**src/rtl/vmem_bank_pkg.sv**
```systemverilog
package vmem_bank_pkg;
  typedef enum logic [1:0] {
    MEM_256K = 2'b00,
    MEM_512K = 2'b01,
    MEM_1M   = 2'b10,
    MEM_1M_A = 2'b11
  } mem_size_e;

  localparam int NUM_PORTS = 2;
  localparam int PORT_RD   = 0;
  localparam int PORT_WR   = 1;
endpackage

```
**src/rtl/vmem_size_mask.sv**
```systemverilog
module vmem_size_mask
  import vmem_bank_pkg::*;
#(
  parameter int ADDR_W    = 20,
  parameter int BASE_LOG2 = 18
) (
  input  mem_size_e         size_i,
  input  logic              ext_unlock_i,
  input  logic              disp_wide_i,
  output logic [ADDR_W-1:0] mem_mask_o,
  output logic [ADDR_W-1:0] disp_mask_o
);
  localparam logic [ADDR_W-1:0] ONES      = '1;
  localparam logic [ADDR_W-1:0] BASE_MASK = ~(ONES << BASE_LOG2);

  int unsigned shift;

  always_comb begin
    unique case (size_i)
      MEM_256K: shift = BASE_LOG2;
      MEM_512K: shift = BASE_LOG2 + 1;
      default:  shift = BASE_LOG2 + 2;
    endcase
    mem_mask_o  = ~(ONES << shift);
    disp_mask_o = (ext_unlock_i && disp_wide_i) ? mem_mask_o : BASE_MASK;
  end
endmodule

```
**src/rtl/vmem_bank_sel.sv**
```systemverilog
module vmem_bank_sel #(
  parameter int BANK_W = 4
) (
  input  logic [BANK_W-1:0] rd_bank_i,
  input  logic [BANK_W-1:0] wr_bank_i,
  input  logic              split_en_i,
  output logic [BANK_W-1:0] rd_sel_o,
  output logic [BANK_W-1:0] wr_sel_o
);
  assign wr_sel_o = wr_bank_i;
  assign rd_sel_o = split_en_i ? rd_bank_i : wr_bank_i;
endmodule

```
**src/rtl/vmem_addr_compose.sv**
```systemverilog
module vmem_addr_compose #(
  parameter int BANK_W = 4,
  parameter int OFS_W  = 16,
  parameter int ADDR_W = BANK_W + OFS_W
) (
  input  logic              clk_i,
  input  logic              rst_ni,
  input  logic              req_i,
  input  logic [BANK_W-1:0] bank_i,
  input  logic [OFS_W-1:0]  ofs_i,
  input  logic [ADDR_W-1:0] mask_i,
  output logic [ADDR_W-1:0] addr_o,
  output logic              valid_o
);
  logic [ADDR_W-1:0] base, lin;

  assign base = ADDR_W'({bank_i, {OFS_W{1'b0}}});
  assign lin  = (base + ADDR_W'(ofs_i)) & mask_i;

  always_ff @(posedge clk_i or negedge rst_ni) begin
    if (!rst_ni) begin
      addr_o  <= '0;
      valid_o <= 1'b0;
    end else begin
      valid_o <= req_i;
      if (req_i) addr_o <= lin;
    end
  end


  p_valid_follows_req_r5: assert property (@(posedge clk_i) disable iff (!rst_ni)
    req_i |=> valid_o);
  p_no_spurious_valid_r5: assert property (@(posedge clk_i) disable iff (!rst_ni)
    !req_i |=> !valid_o);

  p_addr_in_mask_r4: assert property (@(posedge clk_i) disable iff (!rst_ni)
    req_i |=> ((addr_o & ~$past(mask_i)) == '0));

  p_addr_hold_r6: assert property (@(posedge clk_i) disable iff (!rst_ni)
    !valid_o |-> $stable(addr_o));
endmodule

```
**src/rtl/vmem_bank_mapper.sv**
```systemverilog
module vmem_bank_mapper
  import vmem_bank_pkg::*;
#(
  parameter int REG_W     = 8,
  parameter int BANK_W    = 4,
  parameter int OFS_W     = 16,
  parameter int BASE_LOG2 = 18,
  localparam int ADDR_W   = BANK_W + OFS_W
) (
  input  logic              clk_i,
  input  logic              rst_ni,
  input  logic [1:0]        mem_size_i,
  input  logic [REG_W-1:0]  rd_bank_reg_i,
  input  logic [REG_W-1:0]  wr_bank_reg_i,
  input  logic              split_en_i,
  input  logic              ext_unlock_i,
  input  logic              disp_wide_i,
  input  logic              rd_req_i,
  input  logic              wr_req_i,
  input  logic [OFS_W-1:0]  ofs_i,
  output logic [ADDR_W-1:0] rd_addr_o,
  output logic              rd_valid_o,
  output logic [ADDR_W-1:0] wr_addr_o,
  output logic              wr_valid_o,
  output logic [ADDR_W-1:0] disp_mask_o
);
  localparam logic [ADDR_W-1:0] BASE_MASK = ~({ADDR_W{1'b1}} << BASE_LOG2);

  logic [ADDR_W-1:0] mem_mask;
  logic [BANK_W-1:0] sel_bank [NUM_PORTS];
  logic              req      [NUM_PORTS];
  logic [ADDR_W-1:0] addr     [NUM_PORTS];
  logic              valid    [NUM_PORTS];
  logic              bank_hi_unused;

  assign bank_hi_unused = ^{rd_bank_reg_i[REG_W-1:BANK_W], wr_bank_reg_i[REG_W-1:BANK_W]};

  vmem_size_mask #(.ADDR_W(ADDR_W), .BASE_LOG2(BASE_LOG2)) u_mask (
    .size_i       (mem_size_e'(mem_size_i)),
    .ext_unlock_i (ext_unlock_i),
    .disp_wide_i  (disp_wide_i),
    .mem_mask_o   (mem_mask),
    .disp_mask_o  (disp_mask_o)
  );

  vmem_bank_sel #(.BANK_W(BANK_W)) u_sel (
    .rd_bank_i  (rd_bank_reg_i[BANK_W-1:0]),
    .wr_bank_i  (wr_bank_reg_i[BANK_W-1:0]),
    .split_en_i (split_en_i),
    .rd_sel_o   (sel_bank[PORT_RD]),
    .wr_sel_o   (sel_bank[PORT_WR])
  );

  assign req[PORT_RD] = rd_req_i;
  assign req[PORT_WR] = wr_req_i;

  for (genvar g = 0; g < NUM_PORTS; g++) begin : g_port
    vmem_addr_compose #(.BANK_W(BANK_W), .OFS_W(OFS_W), .ADDR_W(ADDR_W)) u_comp (
      .clk_i   (clk_i),
      .rst_ni  (rst_ni),
      .req_i   (req[g]),
      .bank_i  (sel_bank[g]),
      .ofs_i   (ofs_i),
      .mask_i  (mem_mask),
      .addr_o  (addr[g]),
      .valid_o (valid[g])
    );
  end

  assign rd_addr_o  = addr[PORT_RD];
  assign rd_valid_o = valid[PORT_RD];
  assign wr_addr_o  = addr[PORT_WR];
  assign wr_valid_o = valid[PORT_WR];

  // unsplit simultaneous access lands on one address
  p_unsplit_same_addr_r3: assert property (@(posedge clk_i) disable iff (!rst_ni)
    (rd_req_i && wr_req_i && !split_en_i) |=> (rd_addr_o == wr_addr_o));

  p_disp_locked_r8: assert property (@(posedge clk_i) disable iff (!rst_ni)
    !(ext_unlock_i && disp_wide_i) |-> (disp_mask_o == BASE_MASK));
  // display mask never exceeds installed memory
  p_disp_within_mem_r8: assert property (@(posedge clk_i) disable iff (!rst_ni)
    ((disp_mask_o & ~mem_mask) == '0) || (disp_mask_o == BASE_MASK));

  always_comb begin
    if (!rst_ni) begin
      a_reset_idle_r9: assert (!rd_valid_o && !wr_valid_o && rd_addr_o == '0 && wr_addr_o == '0);
    end
  end
endmodule

```
**config.mk**
```make
export PLATFORM = sky130hd
export DESIGN_NAME = vmem_bank_mapper
export DESIGN_NICKNAME = d
export VERILOG_FILES = /design/src/rtl/vmem_bank_pkg.sv /design/src/rtl/vmem_size_mask.sv /design/src/rtl/vmem_bank_sel.sv /design/src/rtl/vmem_addr_compose.sv /design/src/rtl/vmem_bank_mapper.sv
export SDC_FILE = /design/constraint.sdc
export NUM_CORES = 1
export LEC_CHECK = 0
export ABC_AREA = 1
export BUFFER_PORTS_ARGS = -buffer_cell sky130_fd_sc_hd__buf_2
export CAP_MARGIN = 30
export CORE_MARGIN = 2
export CORE_UTILIZATION = 45
export DETAILED_ROUTE_END_ITERATION = 8
export PLACE_DENSITY = 0.79
export SETUP_SLACK_MARGIN = 0.5
export SLEW_MARGIN = 20
export SYNTH_ARGS = -nofsm -noshare
export SYNTH_HDL_FRONTEND = slang
export SYNTH_HIERARCHICAL = 1
export SYNTH_SLANG_ARGS = --single-unit
```
**constraint.sdc**
```tcl
create_clock -name clk_i -period 0.8 [get_ports clk_i]
set_input_delay 0.12 -clock clk_i [delete_from_list [all_inputs] [get_ports clk_i]]
set_output_delay 0.12 -clock clk_i [all_outputs]
set_load 0.05 [all_outputs]
```
* Word level (Yosys, flattened, before mapping)
Cells that the tools add are included.
Storage, ports and cells: bits in registers 42, input bits 41, word-level logic and storage cells 16
Cells by class: $add $sub $neg 2, bitwise gates (word level) 3, shifts and indexed selects 1, mux-type cells 3, reduce and logical (&&, ||, !) cells 2, equality and inequality tests 1
Operator list (count):
- adder 20 x 16 -> 20 bit | 2
- bitwise AND 20 bit | 2
- 2-to-1 mux 20 bit | 1
- NOT 20 bit | 1
- left shift 20 x 5 -> 20 bit, first input constant | 1
- case mux 3 bit (2 select lines) | 1
- 2-to-1 mux 4 bit | 1
- equality test 2 x 1 -> 1 bit, second input constant | 1
- logical NOT 2 bit | 1
- logical AND 1 bit | 1

* Depth between registers and ports, before layout
depth in word-level cells 5, gate-level depth with buffers 5

* By module
Netlist, hierarchy kept.
Modules (own cells, without submodules):
- vmem_addr_compose | seq. area each 525.5 µm², times used 2, area each 832.0 µm², cells each 86
- vmem_size_mask | seq. area each 0.0 µm², times used 1, area each 300.3 µm², cells each 44
- vmem_bank_sel | seq. area each 0.0 µm², times used 1, area each 78.8 µm², cells each 17

* Least setup slack after synthesis
No wires, ideal clock.
kind input -> output, start point input port ext_unlock_i, end point output port disp_mask_o[18], path slack -153 ps, stages 2, arrival time 833 ps, buffers on the path 0, data required time 680 ps, path through nand2_1 > nor2_1
On the way: longest elaborated chain between the ends 2
Ends and longest elaborated chain:
- start: declaration | line vmem_bank_mapper.sv:16 | input logic ext_unlock_i,
- logical AND 1 bit | line vmem_size_mask.sv:25 | disp_mask_o = (ext_unlock_i && disp_wide_i) ? mem_mask_o : BASE_MASK;
- 2-to-1 mux 20 bit | line vmem_size_mask.sv:25
- end: declaration | line vmem_bank_mapper.sv:25 | output logic [ADDR_W-1:0] disp_mask_o
No other way between the ends.

* Worst setup path in the final report
start point register g_port[1].u_comp.addr_o[2], end point output port wr_addr_o[2]
RTL lines:
- start: declaration | line vmem_addr_compose.sv:12 | output logic [ADDR_W-1:0] addr_o,
- start signal: assignment | line vmem_addr_compose.sv:26 | if (req_i) addr_o <= lin;
- end: declaration | line vmem_bank_mapper.sv:23 | output logic [ADDR_W-1:0] wr_addr_o,
No word-level cell between the ends.

==> run_results.csv <==
group,metric,value,unit
outcome,status,"finished, violations left",
outcome,violations,"negative hold slack, negative setup slack",
power_and_ir_drop,switching_share,0.360,
setup_path,crit_buf_inv,1,
logic_synthesis,synth_edf_count,0,
setup_path,end_kind,"primary output",
placed_design,dp_cells,352,
placed_design,gp_congestion,0.788,
global_route,grt_pass1_vias,1686,
logic_synthesis,yosys.area.top_type,"dfrtp_1",
sta,hold_violations,42,
global_route,grt_remaining_overflow,0,
setup_path,required,680,ps
final_layout,instances_no_fill,375,
power_and_ir_drop,intPower,3.56,mW
logic_synthesis,synth_common_cells,"nand2_1 (87), dfrtp_1 (42), buf_4 (40), nand3_1 (40), buf_6 (8)",
power_and_ir_drop,p_clk_frac,0.224,
logic_synthesis,muxShareOfSynthArea,0,
cts,clock-root-buffer,"clkbuf_8",
logic_synthesis,yosysMostFrequentCell,"nand2_1",
sta,setup_viol,47,
setup_path,r2r_end,"g_port[1].u_comp/addr_o[15]",
sta,rsz0062_at_grt,"true",
drt,drc,0,
logic_synthesis,ys_types,11,
power_and_ir_drop,leakagePower,1.59,nW
power_and_ir_drop,seqPwrFrac,0.442,
power_and_ir_drop,max-vdd-ir-drop,0.000990,V
logic_synthesis,synth_ff_type,"dfrtp_1",
cts,cts_buffers,5,
logic_synthesis,ys_ff_latch,42,
cts,clk_pin_slew,70,ps
cts,clockBufferDepth,2,
drt,wl_per_cell,13.2,µm
final_layout,antenna_cells,0,
logic_synthesis,ys_warn_count,6,
drt,via_per_inst,4.56,
floorplanning,die_area,5100,µm²
floorplanning,ios,103,
logic_synthesis,syn_inst,233,
logic_synthesis,netlist_top_cells_area,"dfrtp_1 (51%), nand2_1 (16%), buf_4 (15%), nand3_1 (9.8%), buf_6 (4.4%)",
logic_synthesis,synth_compound_area_frac,0,
placed_design,dp_slack,-22.5,ps
sta,finalClockSkew,0,ps
global_route,grt_use_total,0.189,
floorplanning,die_y,71.4,µm
setup_path,reg2reg_from,"g_port[1].u_comp/addr_o[15]",
power_and_ir_drop,p_total,5.56,mW
floorplanning,start_util,0.469,
setup_path,rrSetupSlack,-60,ps
job,cap_violations,0,
final_layout,utilization,0.686,
logic_synthesis,synth-simple-area-share,0.282,
placed_design,hpwl,2980,µm
drt,via_count,1710,
power_and_ir_drop,comb_power_share,0.334,
final_layout,area_delta_synth_final,46.2,%
sta,fin_crit,991,ps
global_route,grt_max_degree,43,
setup_path,path_cells,"buf_6",
floorplanning,core_area,4350,µm²
floorplanning,std_cell_rows,24,
sta,setup_ws,-191,ps
sta,fin_hold_ws,-201,ps
logic_synthesis,synth_top_family_by_area,"simple AND/OR/NAND/NOR gates",
logic_synthesis,synth_top_area_frac,0.514,
power_and_ir_drop,power_density,1860,nW/µm²
placed_design,io_buffers,76,
setup_path,cp_max_fo,2,
cts,cts_tree,"built",
final_layout,drive_above_1_share,0.533,
drt,drtIter0Drc,52,
setup_path,cpLargestDelayFamily,"flip-flops",
drt,dr.pass1.iters,4,
setup_path,crit_type,"reg -> out",
logic_synthesis,ys_seq_area_frac,0.514,
final_layout,nets,364,
sta,maxSlewHeadroom,0.653,
floorplanning,die_x,71.4,µm
global_route,grt_pass1_wl,7600,µm
drt,routed_wl,4960,µm
logic_synthesis,avgSynthCellArea,8.77,µm²
setup_path,startpoint_type,"flop",
sta,drv_slew,0,
min_path,hold_path.class,"in -> async",
setup_path,arrival,870,ps
cts,clk_latency,280,ps
logic_synthesis,synth_xor_area_frac,0,
global_route,antenna_found_initial,0,
sta,layout_worst_path_cycle_share,1.24,
cts,cts_max_level,2,
setup_path,r2r_cells,4,
logic_synthesis,async_reset_ff_frac,1.00,
setup_path,cp_slowest_cell,"dfrtp_2",
cts,clock_sinks,42,
sta,max_freq,1010,MHz
sta,tightest_slew,520,ps
drt,drtAntennaViolNets,0,
setup_path,slowest_delay,430,ps
logic_synthesis,synth_adder_area_share,0,
power_and_ir_drop,p_switching,2.00,mW
logic_synthesis,syn_area,2040,µm²
-- registers in the layout, summed over array words and instances (netlist names) --
signal / count
g_port.u_comp/addr_o: 40
g_port.u_comp/valid_o: 2
-- how the worst max path moves through the flow --
stage | startpoint | to | slack (ps) | depth (start not counted)
finish | g_port[1].u_comp/addr_o[2] | wr_addr_o[2] | -190 | 1
floorplan | g_port[0].u_comp/addr_o[0] | g_port[0].u_comp/addr_o[0] | 60 | 2
global placement | mem_size_i[1] | disp_mask_o[18] | 4 | 4
global route | g_port[0].u_comp/addr_o[1] | rd_addr_o[1] | -220 | 1
CTS | g_port[1].u_comp/addr_o[18] | wr_addr_o[18] | -190 | 1
detailed placement | rd_req_i | g_port[0].u_comp/addr_o[6] | -20 | 4
-- layout by cell type (no fill, tap or decap) --
cell type,Yosys,layout
buf_12,0,1
buf_2,0,29
buf_4,40,3
buf_6,8,58
buf_8,0,6
clkbuf_1,1,2
clkbuf_8,0,5
conb_1,1,36
dfrtp_2,0,42
inv_1,2,1
inv_2,3,3
inv_4,0,1
nand2_1,87,72
nand2_2,6,19
nand2_4,0,1
nand2_8,0,1
nand3_1,40,40
nor2_4,0,3
-- layout make-up --
cell class,count,area (µm²)
Clock buffer,7,76.3
Multi-Input combinational cell,172,790
Timing Repair Buffer,97,931
Sequential cell,42,1100
Tap cell,52,65.1
Fill cell,349,1370
Inverter,5,21.3
-- per-stage QoR --
| stage | hold slack, ps | cell area, µm² | setup TNS [ps] |
|---|---|---|---|
| after floorplan | -176 | 2260 | 0 |
| after global placement | 110 | 2360 | 0 |
| after detailed placement | 113 | 2360 | -196 |
| after CTS | -199 | 2840 | -7640 |
| after global routing | -190 | 2990 | -8760 |
| final | -201 | 2990 | -7570 |
-- power groups by stage --
stage / combinational, mW / sequential (mW) / clock [mW]
2_1_floorplan: 0.626 / 3.03 / 0
3_3_place_gp: 1.42 / 2.44 / 0
3_5_place_dp: 1.45 / 2.44 / 0
4_1_cts: 1.75 / 2.44 / 1.29
5_1_grt: 1.96 / 2.47 / 1.37
6_report: 1.86 / 2.46 / 1.25
-- routing by layer --
layer	vias up	part of all wire	GRT usage
li1	836	-	-
met1	799	0.41	0.231
met2	69	0.51	0.325
met3	6	0.075	0.0605
met4	0	0.0089	0.0461
met5	-	0	0
-- cells by family after synthesis --
| group | after synthesis |
|---|---|
| AND/OR/NAND/NOR | 136 |
| buffers and inverters | 54 |
| flip-flops | 42 |
| other | 1 |
-- timing repair --
item,4_1_cts,5_1_grt
pin swaps,5,7
gates resized for setup,110,26
endpoints found under the hold margin,42,42
setup buffers,8,8
endpoints found under the setup margin,84,85
No activity file was read; power rests on OpenSTA's default activity.
